File: config.mk
export PLATFORM = sky130hd
export DESIGN_NAME = i2cs_top
export DESIGN_NICKNAME = d
export VERILOG_FILES = /design/src/rtl/i2cs_pkg.sv /design/src/rtl/i2cs_irq.sv /design/src/rtl/i2cs_seq.sv /design/src/rtl/i2cs_top.sv
export SDC_FILE = /design/constraint.sdc
export NUM_CORES = 1
export LEC_CHECK = 0
export CAP_MARGIN = 15
export CORE_MARGIN = 4
export CORE_UTILIZATION = 37
export CTS_CLUSTER_DIAMETER = 120
export DETAILED_ROUTE_END_ITERATION = 10
export DONT_BUFFER_PORTS = 1
export SLEW_MARGIN = 15
export SYNTH_ARGS = -nofsm -noshare
export SYNTH_HDL_FRONTEND = slang
export SYNTH_HIERARCHICAL = 1
export SYNTH_SLANG_ARGS = --single-unit
File: constraint.sdc
create_clock -name clk -period 3.1 [get_ports clk]
set_input_delay 0.465 -clock clk [delete_from_list [all_inputs] [get_ports clk]]
set_output_delay 0.465 -clock clk [all_outputs]
set_load 0.005 [all_outputs]
File: src/rtl/i2cs_pkg.sv
package i2cs_pkg;
  typedef enum logic [1:0] {OP_START = 2'd0, OP_STOP = 2'd1, OP_WR = 2'd2, OP_RD = 2'd3} op_e;

  typedef enum logic [3:0] {
    S_IDLE, S_START, S_HOLD, S_HDR, S_RST, S_RADR, S_TX, S_RX, S_STOP
  } seq_e;

  localparam logic [1:0] MODE_TX  = 2'd0;
  localparam logic [1:0] MODE_REG = 2'd1;

  localparam int EV_N      = 7;
  localparam int EV_BSENT  = 0;
  localparam int EV_BRCV   = 1;
  localparam int EV_TXDONE = 2;
  localparam int EV_RXDONE = 3;
  localparam int EV_START  = 4;
  localparam int EV_STOP   = 5;
  localparam int EV_NACK   = 6;
endpackage

File: src/rtl/i2cs_irq.sv
module i2cs_irq #(
  parameter int N = 7
) (
  input  logic         clk,
  input  logic         rst_n,
  input  logic         ien_we,
  input  logic         ipd_we,
  input  logic [N-1:0] wdata,
  input  logic [N-1:0] evt,
  output logic [N-1:0] ien,
  output logic [N-1:0] ipd,
  output logic         irq
);
  logic [N-1:0] ien_d, ipd_d;

  always_comb begin
    ien_d = ien_we ? wdata : ien;
    ipd_d = (ipd & ~(ipd_we ? wdata : '0)) | (evt & ien);
  end

  always_ff @(posedge clk or negedge rst_n) begin
    if (!rst_n) begin
      ien <= '0;
      ipd <= '0;
    end else begin
      ien <= ien_d;
      ipd <= ipd_d;
    end
  end

  assign irq = |(ipd & ien);

  // no pending bit appears while its enable was clear
  p_ipd_masked_r10: assert property (@(posedge clk) disable iff (!rst_n)
    1'b1 |=> ((ipd & ~$past(ipd) & ~$past(ien)) == '0))
    else $error("pending bit set while disabled");
endmodule

File: src/rtl/i2cs_seq.sv
module i2cs_seq
  import i2cs_pkg::*;
#(
  parameter int IDXW = 5,
  localparam int CNTW = IDXW + 1
) (
  input  logic            clk,
  input  logic            rst_n,
  input  logic            en,
  input  logic [1:0]      mode,
  input  logic            start_req,
  input  logic            stop_req,
  input  logic            lastack,
  input  logic            actack,
  input  logic            tx_go,
  input  logic            rx_go,
  input  logic [CNTW-1:0] tx_cnt,
  input  logic [CNTW-1:0] rx_cnt,
  input  logic [3:0]      hdr_vld,
  input  logic [31:0]     hdr_byte,
  input  logic [7:0]      rd_addr,
  input  logic [7:0]      tx_byte,
  output logic [IDXW-1:0] idx,
  output logic            rx_we,
  output logic            start_tk,
  output logic            stop_tk,
  output logic [EV_N-1:0] evt,
  output logic            cmd_valid,
  output logic [1:0]      cmd_op,
  output logic [7:0]      cmd_byte,
  output logic            cmd_nack,
  input  logic            phy_done,
  input  logic            phy_nack
);
  seq_e            st_q, st_d;
  logic [IDXW-1:0] idx_q, idx_d;
  logic [CNTW-1:0] cnt_q, cnt_d;
  logic [1:0]      lane_q, lane_d;
  logic            hdr_q, hdr_d;
  logic            last;
  logic [2:0]      nl;

  // lowest valid header lane at or above 'from'; bit 2 = found
  function automatic logic [2:0] next_lane(input logic [3:0] v, input logic [2:0] from);
    logic [2:0] r;
    r = '0;
    for (int k = 3; k >= 0; k--)
      if (v[k] && (3'(k) >= from)) r = {1'b1, 2'(k)};
    return r;
  endfunction

  assign last = (({1'b0, idx_q} + 1'b1) == cnt_q);

  always_comb begin
    st_d = st_q; idx_d = idx_q; cnt_d = cnt_q; lane_d = lane_q; hdr_d = hdr_q;
    evt = '0; rx_we = 1'b0; start_tk = 1'b0; stop_tk = 1'b0; nl = '0;
    case (st_q)
      S_IDLE: if (start_req) begin st_d = S_START; start_tk = 1'b1; end
      S_START: if (phy_done) begin
        evt[EV_START] = 1'b1; hdr_d = (mode == MODE_REG); st_d = S_HOLD;
      end
      S_HOLD: begin
        if (stop_req) begin
          st_d = S_STOP; stop_tk = 1'b1;
        end else if (tx_go && mode == MODE_TX) begin
          cnt_d = tx_cnt; idx_d = '0;
          if (tx_cnt == '0) evt[EV_TXDONE] = 1'b1; else st_d = S_TX;
        end else if (rx_go && mode != MODE_TX) begin
          cnt_d = rx_cnt; idx_d = '0;
          if (hdr_q) begin
            nl = next_lane(hdr_vld, 3'd0);
            if (nl[2]) begin lane_d = nl[1:0]; st_d = S_HDR; end
            else st_d = S_RST;
          end else if (rx_cnt == '0) evt[EV_RXDONE] = 1'b1;
          else st_d = S_RX;
        end
      end
      S_HDR: if (phy_done) begin
        evt[EV_BSENT] = 1'b1; evt[EV_NACK] = phy_nack;
        if (phy_nack && actack) st_d = S_STOP;
        else begin
          nl = next_lane(hdr_vld, {1'b0, lane_q} + 3'd1);
          if (nl[2]) lane_d = nl[1:0]; else st_d = S_RST;
        end
      end
      S_RST: if (phy_done) st_d = S_RADR;
      S_RADR: if (phy_done) begin
        evt[EV_BSENT] = 1'b1; evt[EV_NACK] = phy_nack; hdr_d = 1'b0;
        if (phy_nack && actack) st_d = S_STOP;
        else if (cnt_q == '0) begin evt[EV_RXDONE] = 1'b1; st_d = S_HOLD; end
        else st_d = S_RX;
      end
      S_TX: if (phy_done) begin
        evt[EV_BSENT] = 1'b1; evt[EV_NACK] = phy_nack;
        if (phy_nack && actack) st_d = S_STOP;
        else if (last) begin evt[EV_TXDONE] = 1'b1; st_d = S_HOLD; end
        else idx_d = idx_q + 1'b1;
      end
      S_RX: if (phy_done) begin
        evt[EV_BRCV] = 1'b1; rx_we = 1'b1;
        if (last) begin evt[EV_RXDONE] = 1'b1; st_d = S_HOLD; end
        else idx_d = idx_q + 1'b1;
      end
      S_STOP: if (phy_done) begin evt[EV_STOP] = 1'b1; st_d = S_IDLE; end
      default: st_d = S_IDLE;
    endcase
    if (!en) begin
      st_d = S_IDLE; hdr_d = 1'b0; evt = '0; rx_we = 1'b0;
      start_tk = 1'b0; stop_tk = 1'b0;
    end
  end

  always_ff @(posedge clk or negedge rst_n) begin
    if (!rst_n) begin
      st_q <= S_IDLE; idx_q <= '0; cnt_q <= '0; lane_q <= '0; hdr_q <= 1'b0;
    end else begin
      st_q <= st_d; idx_q <= idx_d; cnt_q <= cnt_d; lane_q <= lane_d; hdr_q <= hdr_d;
    end
  end

  always_comb begin
    cmd_valid = 1'b1; cmd_op = OP_WR; cmd_byte = '0; cmd_nack = 1'b0;
    case (st_q)
      S_START, S_RST: cmd_op = OP_START;
      S_STOP:         cmd_op = OP_STOP;
      S_HDR:          cmd_byte = hdr_byte[{lane_q, 3'b000} +: 8];
      S_RADR:         cmd_byte = rd_addr;
      S_TX:           cmd_byte = tx_byte;
      S_RX: begin cmd_op = OP_RD; cmd_nack = last && lastack; end
      default:        cmd_valid = 1'b0;
    endcase
  end

  assign idx = idx_q;

  // command stays put while waiting for completion
  p_cmd_hold_r12: assert property (@(posedge clk) disable iff (!rst_n)
    (cmd_valid && !phy_done) |=> (!cmd_valid || ($stable(cmd_op) && $stable(cmd_byte))))
    else $error("command changed while pending");
  // byte index inside the latched chunk
  p_idx_bound_r3: assert property (@(posedge clk) disable iff (!rst_n)
    (st_q == S_TX || st_q == S_RX) |-> ({1'b0, idx_q} < cnt_q))
    else $error("byte index beyond count");
  // received data never stored while transmitting
  p_rx_mode_r4: assert property (@(posedge clk) disable iff (!rst_n)
    rx_we |-> (mode != MODE_TX))
    else $error("receive store in transmit mode");
endmodule

File: src/rtl/i2cs_top.sv
module i2cs_top
  import i2cs_pkg::*;
#(
  parameter int BUF_WORDS = 8,
  localparam int BYTES = BUF_WORDS * 4,
  localparam int IDXW  = $clog2(BYTES),
  localparam int CNTW  = IDXW + 1,
  localparam int AW    = $clog2(3 * BUF_WORDS)
) (
  input  logic          clk,
  input  logic          rst_n,
  input  logic          reg_wr,
  input  logic [AW-1:0] reg_addr,
  input  logic [31:0]   reg_wdata,
  output logic [31:0]   reg_rdata,
  output logic          irq,
  output logic          cmd_valid,
  output logic [1:0]    cmd_op,
  output logic [7:0]    cmd_byte,
  output logic          cmd_nack,
  input  logic          phy_done,
  input  logic          phy_nack,
  input  logic [7:0]    phy_rdata
);
  localparam logic [AW-1:0] A_CTRL = AW'(0), A_ADDR = AW'(1), A_RADDR = AW'(2),
    A_TXCNT = AW'(3), A_RXCNT = AW'(4), A_IEN = AW'(5), A_IPD = AW'(6),
    A_TXB = AW'(BUF_WORDS), A_RXB = AW'(2 * BUF_WORDS), A_END = AW'(3 * BUF_WORDS);

  logic [1:0] rs_q;
  logic rst_s;
  always_ff @(posedge clk or negedge rst_n)
    if (!rst_n) rs_q <= '0; else rs_q <= {rs_q[0], 1'b1};
  assign rst_s = rs_q[1];

  logic [6:0]      ctrl_q, ctrl_d;
  logic [7:0]      addr_q;
  logic            addr_v;
  logic [23:0]     raddr_q;
  logic [2:0]      raddr_v;
  logic [CNTW-1:0] txc_q, rxc_q, txc_in, rxc_in;
  logic [7:0]      txb [BYTES];
  logic [7:0]      rxb [BYTES];
  logic [IDXW-1:0] idx;
  logic            rx_we, start_tk, stop_tk, ctrl_we, tx_go, rx_go;
  logic [EV_N-1:0] evt, ien, ipd;
  int              wi;

  function automatic logic [CNTW-1:0] clampc(input logic [CNTW-1:0] c);
    return (c > CNTW'(BYTES)) ? CNTW'(BYTES) : c;
  endfunction

  assign ctrl_we = reg_wr && reg_addr == A_CTRL;
  assign tx_go   = reg_wr && reg_addr == A_TXCNT;
  assign rx_go   = reg_wr && reg_addr == A_RXCNT;
  assign txc_in  = clampc(reg_wdata[CNTW-1:0]);
  assign rxc_in  = clampc(reg_wdata[CNTW-1:0]);
  assign wi      = int'(reg_addr) - (reg_addr >= A_RXB ? 2 * BUF_WORDS : BUF_WORDS);

  always_comb begin
    ctrl_d = ctrl_q;
    if (ctrl_we) ctrl_d = reg_wdata[6:0];
    else begin
      if (start_tk) ctrl_d[3] = 1'b0;
      if (stop_tk)  ctrl_d[4] = 1'b0;
    end
  end

  always_ff @(posedge clk or negedge rst_s) begin
    if (!rst_s) begin
      ctrl_q <= '0; addr_q <= '0; addr_v <= 1'b0; raddr_q <= '0; raddr_v <= '0;
      txc_q <= '0; rxc_q <= '0;
    end else begin
      ctrl_q <= ctrl_d;
      if (reg_wr && reg_addr == A_ADDR)  begin addr_q <= reg_wdata[7:0]; addr_v <= reg_wdata[24]; end
      if (reg_wr && reg_addr == A_RADDR) begin raddr_q <= reg_wdata[23:0]; raddr_v <= reg_wdata[26:24]; end
      if (tx_go) txc_q <= txc_in;
      if (rx_go) rxc_q <= rxc_in;
    end
  end

  // data buffers: storage only, no reset
  always_ff @(posedge clk) begin
    if (reg_wr && reg_addr >= A_TXB && reg_addr < A_RXB)
      for (int j = 0; j < 4; j++) txb[4 * wi + j] <= reg_wdata[8 * j +: 8];
    if (rx_we) rxb[idx] <= phy_rdata;
  end

  always_comb begin
    reg_rdata = '0;
    case (reg_addr)
      A_CTRL:  reg_rdata = {25'd0, ctrl_q};
      A_ADDR:  reg_rdata = {7'd0, addr_v, 16'd0, addr_q};
      A_RADDR: reg_rdata = {5'd0, raddr_v, raddr_q};
      A_TXCNT: reg_rdata = 32'(txc_q);
      A_RXCNT: reg_rdata = 32'(rxc_q);
      A_IEN:   reg_rdata = 32'(ien);
      A_IPD:   reg_rdata = 32'(ipd);
      default: begin
        if (reg_addr >= A_TXB && reg_addr < A_RXB)
          for (int j = 0; j < 4; j++) reg_rdata[8 * j +: 8] = txb[4 * wi + j];
        else if (reg_addr >= A_RXB && reg_addr < A_END)
          for (int j = 0; j < 4; j++) reg_rdata[8 * j +: 8] = rxb[4 * wi + j];
      end
    endcase
  end

  i2cs_seq #(.IDXW(IDXW)) u_seq (
    .clk(clk), .rst_n(rst_s), .en(ctrl_q[0]), .mode(ctrl_q[2:1]),
    .start_req(ctrl_q[3]), .stop_req(ctrl_q[4]), .lastack(ctrl_q[5]), .actack(ctrl_q[6]),
    .tx_go(tx_go), .rx_go(rx_go), .tx_cnt(txc_in), .rx_cnt(rxc_in),
    .hdr_vld({raddr_v, addr_v}), .hdr_byte({raddr_q, addr_q[7:1], 1'b0}),
    .rd_addr({addr_q[7:1], 1'b1}), .tx_byte(txb[idx]), .idx(idx), .rx_we(rx_we),
    .start_tk(start_tk), .stop_tk(stop_tk), .evt(evt),
    .cmd_valid(cmd_valid), .cmd_op(cmd_op), .cmd_byte(cmd_byte), .cmd_nack(cmd_nack),
    .phy_done(phy_done), .phy_nack(phy_nack)
  );

  i2cs_irq #(.N(EV_N)) u_irq (
    .clk(clk), .rst_n(rst_s), .ien_we(reg_wr && reg_addr == A_IEN),
    .ipd_we(reg_wr && reg_addr == A_IPD), .wdata(reg_wdata[EV_N-1:0]),
    .evt(evt), .ien(ien), .ipd(ipd), .irq(irq)
  );

  // a taken START request clears itself unless software rewrites it
  p_start_clear_r2: assert property (@(posedge clk) disable iff (!rst_s)
    (start_tk && !ctrl_we) |=> !ctrl_q[3])
    else $error("start request not cleared");
endmodule

==> qor.csv, run 1 <==
metric,value,unit
net switching fraction of the power,22.6,%
largest area contributor in the netlist,edfxtp_1,
DRT iter0 DRCs,2032,
IO Count,95,
Clock H-tree levels,3,
Synth area leaders,"edfxtp_1 (57%), mux4_2 (16%), dfrtp_1 (8.3%), mux2_2 (3.0%), mux2i_1 (2.4%)",
synth warn,6,
failing checks,setup timing,
"FF+latch count, synth",601,
Worst Path Buf+Inv,3,
Post-Syn Area,27000,µm²
clock-pin slew on the worst setup and hold paths,0.06,ns
Seq pwr share,50.6,%
vias in the first global route,16045,
Pwr Total,18400,µW
Post-Layout Cell Count,2678,
CP arrival,3.35,ns
Min-Delay Path Class,in2reg,
layout cells sized above 1,30.9,%
Comb power frac,6.8,%
"CP delay by family, top",compound AO/OA/AOI/OAI gates,
max incr delay on CP,0.77,ns
status,"complete, but fails checks",
critical path cell sequence,"buf_6, buf_16, mux4_2, a22oi_1, nand4_1, a222oi_1, inv_1",
Critical Path Sink Type,output pin,
CP max FO,13,
CTS Buffer Depth,3,
"Hold Vio Cnt, Final",0,
CP max-delay cell,a222oi_1,
clock sink count,601,
final setup violation count,9,
WL final,80200,µm
fin crit share,123,%
Post-synth top cells,"edfxtp_1 (512), mux4_2 (190), nor2_1 (101), dfrtp_1 (89), mux2_2 (72)",
Post-synth EDFFs,512,
Yosys top cell area share,57.0,%
core area,71900,µm²
unrepaired setup endpoints after global routing,yes,
worst setup path category,reg2out,
DRC viols,0,
Post-synth top flop,edfxtp_1,
cell count after placement,2490,
via-per-instance ratio,5.99,
multi-input combinational cell area,8950,µm²
Worst Slack Setup Final,-0.715,ns
CTS tree,done,
initial antenna violation count,13,
per-cell routed wire length,29.9,µm
P_sw,4160,µW
CTS Root Cell,clkbuf_16,
Slew HR,19.0,%
largest net degree at the start of global routing,160,
Die W,278,µm
Post-Syn Instances,1541,
Final HPWL DP,51900,µm
clk_lat worst skew,0.61,ns
Yosys cell types,81,
via count,16039,
post-route ant nets,0,
total negative setup slack,-5.11,ns
site row count,98,
Slew Limit Fails,0,
CP Launch Type,register,
LEAKAGE,0.0107,µW
max-cap viol count,0,
required time worst endpoint,2.63,ns
first-pass GRT wire length,116000,µm
IO buf count,0,
most numerous cell in the Yosys netlist,edfxtp_1,
Register Area,17600,µm²
Worst VDD drop,0.000432,V
Layout area overhead,17.3,%
"Seq/Total Area, Yosys",65.3,%
"FFs w/ async S/R, synth",14.8,%
Syn Area/Cell,17.5,µm²
Worst-Margin Slew,1.18,ns
TritonRoute pass-1 iters,6,
gpl congestion,0.861,
Int Power,14200,µW
gr usage total,20.5,%
P per Cell Area,582,nW/µm²
Final min period,3.82,ns
FILL cells,6276,
Final Skew,0.0182,ns
final net count,1714,
clock power share,42.6,%
die height,278,µm
Num CTS Buffers,67,
gr ovfl total,0,
initial core utilization,37.5,%
Total Die Area,77200,µm²
fmax,0.262,GHz
==> timing repair <==
item                       in CTS  in global routing
setup buffers                   5                  4
setup endpoints to repair       9                  9
cloned                          0                  1
resized for setup              16                 15
pin swaps                      18                 19
hold buffers                   44                  0
hold endpoints to repair      557                  0
==> final timing paths <==
kind                                            end  slack (ns)  cells past startpoint                startpoint
max                                     cmd_byte[7]       -0.72                      7  u_seq/idx[0]$_DFFE_PN0P_
min                        u_irq/ien[5]$_DFFE_PN0P_        0.05                      1              reg_wdata[5]
max reg2reg                  u_irq/ipd[3]$_DFF_PN0_        0.12                     12  u_seq/idx[0]$_DFFE_PN0P_
min reg2reg                   ctrl_q[6]$_DFFE_PN0P_        0.34                      0         rs_q[1]$_DFF_PN0_
max in group asynchronous     addr_q[3]$_DFFE_PN0P_        1.87                      1         rs_q[1]$_DFF_PN0_
min in group asynchronous         rs_q[1]$_DFF_PN0_        0.09                      1                     rst_n
==> layout make-up <==
class / count / share of cell area (%)
multi-input combinational: 823 / 28.3
inverter: 17 / 0.206
timing repair buffer: 153 / 5.01
tap: 950 / 3.76
clock buffer: 90 / 5.87
clock inverter: 33 / 1.03
sequential: 601 / 55.7
antenna: 11 / 0.0871
==> kinds of logic after synthesis <==
| group | after synthesis | share of synthesized area (%) |
|---|---|---|
| adders and majority gates | 1 | 0.0464 |
| AOI/OAI and AO/OA | 214 | 5.98 |
| buffers and inverters | 118 | 2.12 |
| xor gates and xnor gates | 9 | 0.292 |
| other | 2 | 0.0279 |
| and+or+nand+nor | 269 | 4.93 |
| muxes | 327 | 21.3 |
| DFF | 601 | 65.3 |
==> power groups by stage <==
| stage | registers, µW | clock network (µW) | logic (µW) |
|---|---|---|---|
| floorplan | 9270 | 0 | 865 |
| global placement | 9440 | 0 | 1030 |
| detailed placement | 9450 | 0 | 1050 |
| CTS | 9280 | 7990 | 1240 |
| global route | 9310 | 8370 | 1320 |
| finish | 9290 | 7840 | 1250 |
==> registers in the layout (all words and copies together) (netlist names) <==
name,cells
u_seq/cnt_q,6
raddr_q,24
u_seq/st_q,4
txb,256
rxb,256
txc_q,6
addr_v,1
ctrl_q,7
u_irq/ipd,7
addr_q,8
u_irq/ien,7
rxc_q,6
u_seq/lane_q,2
u_seq/hdr_q,1
u_seq/idx,5
rs_q,2
raddr_v,3
==> metrics by stage <==
step	area, µm²	hold slack, ns	worst slack (ns)	utilization [%]
detailed placement	28600	0.169	0.0353	39.8
CTS	31400	0.00465	-0.571	43.8
finish	31600	0.0531	-0.715	44.0
global placement	28600	0.169	0.0149	39.8
global route	31600	0.0211	-0.739	44.0
floorplan	27000	0.169	-0.0849	-
==> metal layers <==
layer,track usage (%),vias to the layer above,part of all wire (%)
met1,27.5,8458,40
met4,6.49,2,2.7
met2,30.7,869,45
li1,-,6596,-
met3,8.20,114,12
met5,0,-,0.016
==> worst reg2reg max path, stage by stage (launching register included) <==
cell	delay, ns
dfrtp_4	0.56
buf_6	0.18
clkbuf_16	0.18
ha_2	0.22
xnor2_1	0.14
xnor2_1	0.13
a2111o_1	0.41
nor3_4	0.20
buf_4	0.14
buf_4	0.12
nor2_2	0.06
o41ai_2	0.37
a22o_1	0.21
==> placed cells by master (no fill, tap or decap), types with 9 or more instances in the layout <==
cell / instances
mux2i_1: 65
nor2b_1: 19
o32ai_1: 18
and3_1: 9
nor2_1: 95
a222oi_1: 9
dfrtp_1: 86
inv_1: 16
a21o_1: 25
nand4_1: 10
o21ai_0: 25
a22oi_1: 25
nand2_1: 59
clkbuf_16: 69
a221oi_1: 9
dlygate4sd3_1: 36
edfxtp_1: 512
clkinv_2: 11
nand3_1: 12
buf_4: 88
a21oi_1: 17
a22oi_2: 20
buf_12: 23
clkbuf_1: 15
mux4_2: 190
mux2_2: 72
clkinv_1: 10
diode_2: 11
No activity file was read; power rests on OpenSTA's default activity.
==> inputs of run 2 (changes only) <==
--- a/config.mk
+++ b/config.mk
@@ -6,11 +6,14 @@
 export NUM_CORES = 1
 export LEC_CHECK = 0
 export CAP_MARGIN = 15
+export CELL_PAD_IN_SITES_DETAIL_PLACEMENT = 0
+export CELL_PAD_IN_SITES_GLOBAL_PLACEMENT = 1
 export CORE_MARGIN = 4
 export CORE_UTILIZATION = 37
 export CTS_CLUSTER_DIAMETER = 120
 export DETAILED_ROUTE_END_ITERATION = 10
 export DONT_BUFFER_PORTS = 1
+export PLACE_DENSITY_LB_ADDON = 0.1
 export SLEW_MARGIN = 15
 export SYNTH_ARGS = -nofsm -noshare
 export SYNTH_HDL_FRONTEND = slang
==> run 2 against run 1 <==
Net effect:
- the run still ends with setup timing left
- count of clock-buffer cells in the layout up 1
- register-to-register slack about the same
- clock power increased by 1%
- combinational power increased by 6%
- critical path depth up 1
- fmax increased by 5.7%
- largest power group unchanged
==> qor.csv, run 2 (synthesis results as in run 1) <==
metric,value,unit
status,"complete, but fails checks",
failing checks,setup timing,
IO buf count,0,
CP Launch Type,register,
initial antenna violation count,3,
Min-Delay Path Class,in2reg,
met2 wire len,43700,µm
clock-pin slew on the worst setup and hold paths,0.06,ns
per-cell routed wire length,33.1,µm
CTS Buffer Depth,3,
Die W,278,µm
TritonRoute pass-1 iters,5,
site row count,98,
DRC viols,0,
Worst Slack Setup Final,-0.509,ns
Final HPWL DP,57800,µm
"Hold Vio Cnt, Final",0,
Layout area overhead,18.4,%
Slew HR,39.6,%
max-cap viol count,0,
initial core utilization,37.5,%
P per Cell Area,581,nW/µm²
FILL cells,6394,
IO Count,95,
WL final,90000,µm
largest net degree at the start of global routing,160,
via count,15958,
final net count,1754,
Slew Limit Fails,0,
"most common cell after layout, fill and taps aside",edfxtp_1,
flop2flop setup slack,0.12,ns
clock sink count,601,
die height,278,µm
Crit path depth,8,
Pwr Total,18500,µW
gr usage total,23.0,%
CP max-delay cell,a222oi_1,
Worst-Margin Slew,0.906,ns
Post-Layout Cell Count,2718,
Clock H-tree levels,3,
M1 wire length,37700,µm
required time worst endpoint,2.63,ns
Worst VDD drop,0.000404,V
cell mode on critical path,buf_4,
vias in the first global route,16247,
cell count after placement,2519,
via-per-instance ratio,5.87,
Max Used Layer,met4,
critical path cell sequence,"buf_4, buf_12, mux4_2, a22oi_2, nand4_1, a222oi_1, buf_4, inv_1",
Critical Path Sink Type,output pin,
post-route ant nets,0,
Worst Path Buf+Inv,4,
Reg2Reg Capture Point,u_irq/ipd[3]$_DFF_PN0_,
unrepaired setup endpoints after global routing,yes,
most frequent cells in the layout,"edfxtp_1 (512), mux4_2 (190), buf_4 (127)",
gr ovfl total,0,
Final Skew,0.0197,ns
Worst Setup SP,u_seq/idx[0]$_DFFE_PN0P_,
CP arrival,3.14,ns
final setup violation count,9,
first-pass GRT wire length,128000,µm
worst reg2reg startpoint,u_seq/idx[0]$_DFFE_PN0P_,
clk_lat worst skew,0.61,ns
WL met3,6540,µm
Critical Path End,cmd_byte[3],
Final min period,3.61,ns
fin crit share,116,%
"CP delay by family, top",compound AO/OA/AOI/OAI gates,
largest registers,"rxb x256, txb x256, raddr_q x24",
LEAKAGE,0.0109,µW
Worst Reg2Reg Path Length in Cells,12,
max incr delay on CP,0.66,ns
core area,71900,µm²
CP max FO,9,
layout cells sized above 1,32.4,%
gpl congestion,0.794,
Num CTS Buffers,69,
fmax,0.277,GHz
CTS tree,done,
DRT iter0 DRCs,1600,
CTS Root Cell,clkbuf_16,
worst setup path category,reg2out,
Total Die Area,77200,µm²
[run 2: changes by cell type in the layout (fill, tap and decap cells not counted), sizes merged]
cell,before,now
buf,116,151
clkbuf,91,94
dlygate4sd3,36,37
clkinv,23,27
bufinv,5,4
clkinvlp,2,3
diode,11,8
[run 2: routing by layer]
metal | global-route usage [%] | up-vias
met4 | 6.12 | 0
met5 | 0 | -
met2 | 37.5 | 639
met3 | 5.07 | 101
met1 | 31.5 | 8537
li1 | - | 6681
[run 2: what timing repair did]
item                                    CTS  global route
pin swaps                                12            22
endpoints found under the setup margin    9            12
hold buffers                             45             0
hold endpoints to repair                553             0
buffers inserted                         12             3
gates cloned                              1             2
resized for setup                         9            19
[run 2: cell type report]
| class | instances | area [µm²] | area share (%) |
|---|---|---|---|
| multi-input cells | 823 | 8960 | 28.1 |
| repair buffers | 191 | 1860 | 5.83 |
| flip-flops and latches | 601 | 17600 | 55.2 |
| diodes | 8 | 20.0 | 0.0627 |
| well taps | 950 | 1190 | 3.72 |
| clock buffers | 91 | 1850 | 5.80 |
| clock inverters | 37 | 354 | 1.11 |
| inverters | 17 | 65.1 | 0.204 |
[run 2: through the flow]
stage	util [%]	worst slack, ns	setup TNS, ns	instance area, µm²	hold WS (ns)
finish	44.4	-0.509	-3.73	31900	0.0363
CTS	44.2	-0.483	-4.18	31700	0.00291
floorplan	-	-0.0849	-9.57	27000	0.169
detailed placement	40.1	-0.0167	-0.0167	28800	0.169
global route	44.4	-0.533	-4.43	31900	0.00869
global placement	40.1	-0.0178	-0.0224	28800	0.169
[run 2: worst min-delay path by stage]
stage | startpoint | end | slack, ns | depth (start not counted)
after CTS | reg_wdata[2] | u_irq/ien[2]$_DFFE_PN0P_ | 0.003 | 1
final | reg_wdata[2] | addr_q[2]$_DFFE_PN0P_ | 0.04 | 1
after global placement | rst_n | rs_q[0]$_DFF_PN0_ | 0.17 | 0
after global routing | reg_wdata[2] | u_irq/ien[2]$_DFFE_PN0P_ | 0.009 | 1
after floorplan | rst_n | rs_q[0]$_DFF_PN0_ | 0.17 | 0
after detailed placement | rst_n | rs_q[0]$_DFF_PN0_ | 0.17 | 0
[run 2: where the power goes]
part           internal (µW)  switching (µW)  total [µW]
Sequential              8990             295        9280
Combinational            621             712        1330
Clock                   4590            3340        7940
==> inputs of run 3 (changes only) <==
--- a/config.mk
+++ b/config.mk
@@ -6,14 +6,12 @@
 export NUM_CORES = 1
 export LEC_CHECK = 0
 export CAP_MARGIN = 15
-export CELL_PAD_IN_SITES_DETAIL_PLACEMENT = 0
-export CELL_PAD_IN_SITES_GLOBAL_PLACEMENT = 1
 export CORE_MARGIN = 4
-export CORE_UTILIZATION = 37
+export CORE_UTILIZATION = 64
 export CTS_CLUSTER_DIAMETER = 120
 export DETAILED_ROUTE_END_ITERATION = 10
 export DONT_BUFFER_PORTS = 1
-export PLACE_DENSITY_LB_ADDON = 0.1
+export PLACE_DENSITY = 0.82
 export SLEW_MARGIN = 15
 export SYNTH_ARGS = -nofsm -noshare
 export SYNTH_HDL_FRONTEND = slang
==> run 3 against run 2 <==
Net effect:
- via count increased by 5.3%
- the flow still finishes with violations (setup timing)
- sequential share of layout area increased by 2.1 points
- critical path type unchanged
- largest cell class unchanged
- die area decreased by 41%
- largest power group unchanged
- highest routed layer is now met5
==> qor.csv, run 3 (synthesis results as in run 1) <==
metric,value,unit
vias in the first global route,16603,
CP Launch Type,register,
initial core utilization,65.4,%
clock sink count,601,
TritonRoute pass-1 iters,8,
via count,16798,
fin crit share,121,%
largest net degree at the start of global routing,160,
Critical Path Sink Type,output pin,
Slew HR,20.5,%
"most common cell after layout, fill and taps aside",edfxtp_1,
LEAKAGE,0.0106,µW
final net count,1706,
Final HPWL DP,47600,µm
core area,41200,µm²
WL final,77400,µm
Final min period,3.74,ns
clk_lat worst skew,0.64,ns
final setup violation count,9,
clock-pin slew on the worst setup and hold paths,0.06,ns
DRC viols,0,
P per Cell Area,573,nW/µm²
CP max FO,6,
max-cap viol count,0,
Min-Delay Path Class,in2reg,
gr usage total,34.5,%
Setup WS pre-CTS,0.0548,ns
die height,213,µm
unrepaired setup endpoints after global routing,yes,
first-pass GRT wire length,113000,µm
Worst-Margin Slew,1.19,ns
design area,30700,µm²
"Hold Vio Cnt, Final",0,
Worst Slack Setup Final,-0.641,ns
post-route ant nets,0,
initial antenna violation count,5,
CTS tree,done,
gpl congestion,0.977,
CTS Root Cell,clkbuf_16,
gr ovfl total,0,
IO buf count,0,
via-per-instance ratio,7.49,
Layout area overhead,14.0,%
site row count,74,
Total Die Area,45500,µm²
Worst VDD drop,0.000501,V
failing checks,setup timing,
Num CTS Buffers,59,
required time worst endpoint,2.63,ns
most frequent cells in the layout,"edfxtp_1 (512), mux4_2 (190), nor2_1 (94)",
fmax,0.267,GHz
DRT iter0 DRCs,2922,
Slew Limit Fails,0,
IO Count,95,
layout cells sized above 1,30.4,%
Post-DP Area,28000,µm²
CP arrival,3.28,ns
Clock H-tree levels,2,
CTS Buffer Depth,3,
largest registers,"rxb x256, txb x256, raddr_q x24",
Final Skew,0.0187,ns
worst setup path category,reg2out,
per-cell routed wire length,34.5,µm
status,"complete, but fails checks",
Die W,213,µm
## run 3: path summary, 6_finish.rpt
check                                            end                      start  depth (start not counted)  slack (ns)
min in group asynchronous          rs_q[1]$_DFF_PN0_                      rst_n                          1        0.07
max reg2reg                     rxb[25][7]$_DFFE_PP_  u_seq/st_q[1]$_DFFE_PN0P_                          6        0.20
min                           u_irq/ipd[4]$_DFF_PN0_               reg_wdata[4]                          2        0.02
min reg2reg                        rs_q[1]$_DFF_PN0_          rs_q[0]$_DFF_PN0_                          0        0.35
max                                      cmd_byte[2]   u_seq/idx[0]$_DFFE_PN0P_                          8       -0.64
max in group asynchronous  u_seq/st_q[0]$_DFFE_PN0P_          rs_q[1]$_DFF_PN0_                          1        1.82
## run 3: layout make-up
class                      instances  area [µm²]
fill                            2275       10500
clock inverter                    29         267
inverter                          17        63.8
clock buffer                      82        1620
tap                              532         666
antenna                            7        17.5
multi-input combinational        823        8940
timing repair buffer             153        1520
sequential                       601       17600
## run 3: power by group
group / total, µW / leakage (µW) / internal, µW / switching (µW)
Sequential: 9300 / 0.00577 / 8980 / 317
Clock: 7070 / 0.000930 / 3990 / 3070
Combinational: 1230 / 0.00386 / 589 / 645
Total: 17600 / 0.0106 / 13600 / 4030
## run 3: worst max-delay path: stages (launching register included)
cell	delay, ns
dfrtp_4	0.52
buf_12	0.15
clkbuf_16	0.16
buf_4	0.13
mux4_2	0.46
a22oi_2	0.15
nand4_1	0.30
a222oi_1	0.64
inv_1	0.12
## run 3: per-stage QoR
stage	utilization [%]	hold WS (ns)	setup TNS, ns	cells	total power [µW]
finish	74.5	0.0206	-4.33	2244	17600
global route	74.5	0.0337	-4.90	2239	18000
CTS	74.1	0.00269	-3.57	2229	17600
detailed placement	68.0	0.169	0	2067	10500
global placement	68.0	0.169	0	2067	10400
floorplan	-	0.169	-9.57	1542	10100
## run 3: repair_timing
item / in CTS / in global routing
endpoints found under the hold margin: 566 / 0
gates resized for setup: 11 / 14
pin swaps: 10 / 16
hold buffers: 42 / 0
gates cloned: 1 / 1
setup endpoints to repair: 9 / 9
setup buffers: 8 / 7
## run 3: per-layer routing
metal | up-vias | track usage [%] | routed length (µm) | part of all wire [%]
met2 | 1523 | 51.7 | 35600 | 46
met5 | - | 0 | 8 | 0.010
met3 | 242 | 9.57 | 11200 | 14
met4 | 2 | 16.5 | 4080 | 5.3
met1 | 8441 | 48.1 | 26500 | 34
li1 | 6590 | - | - | -
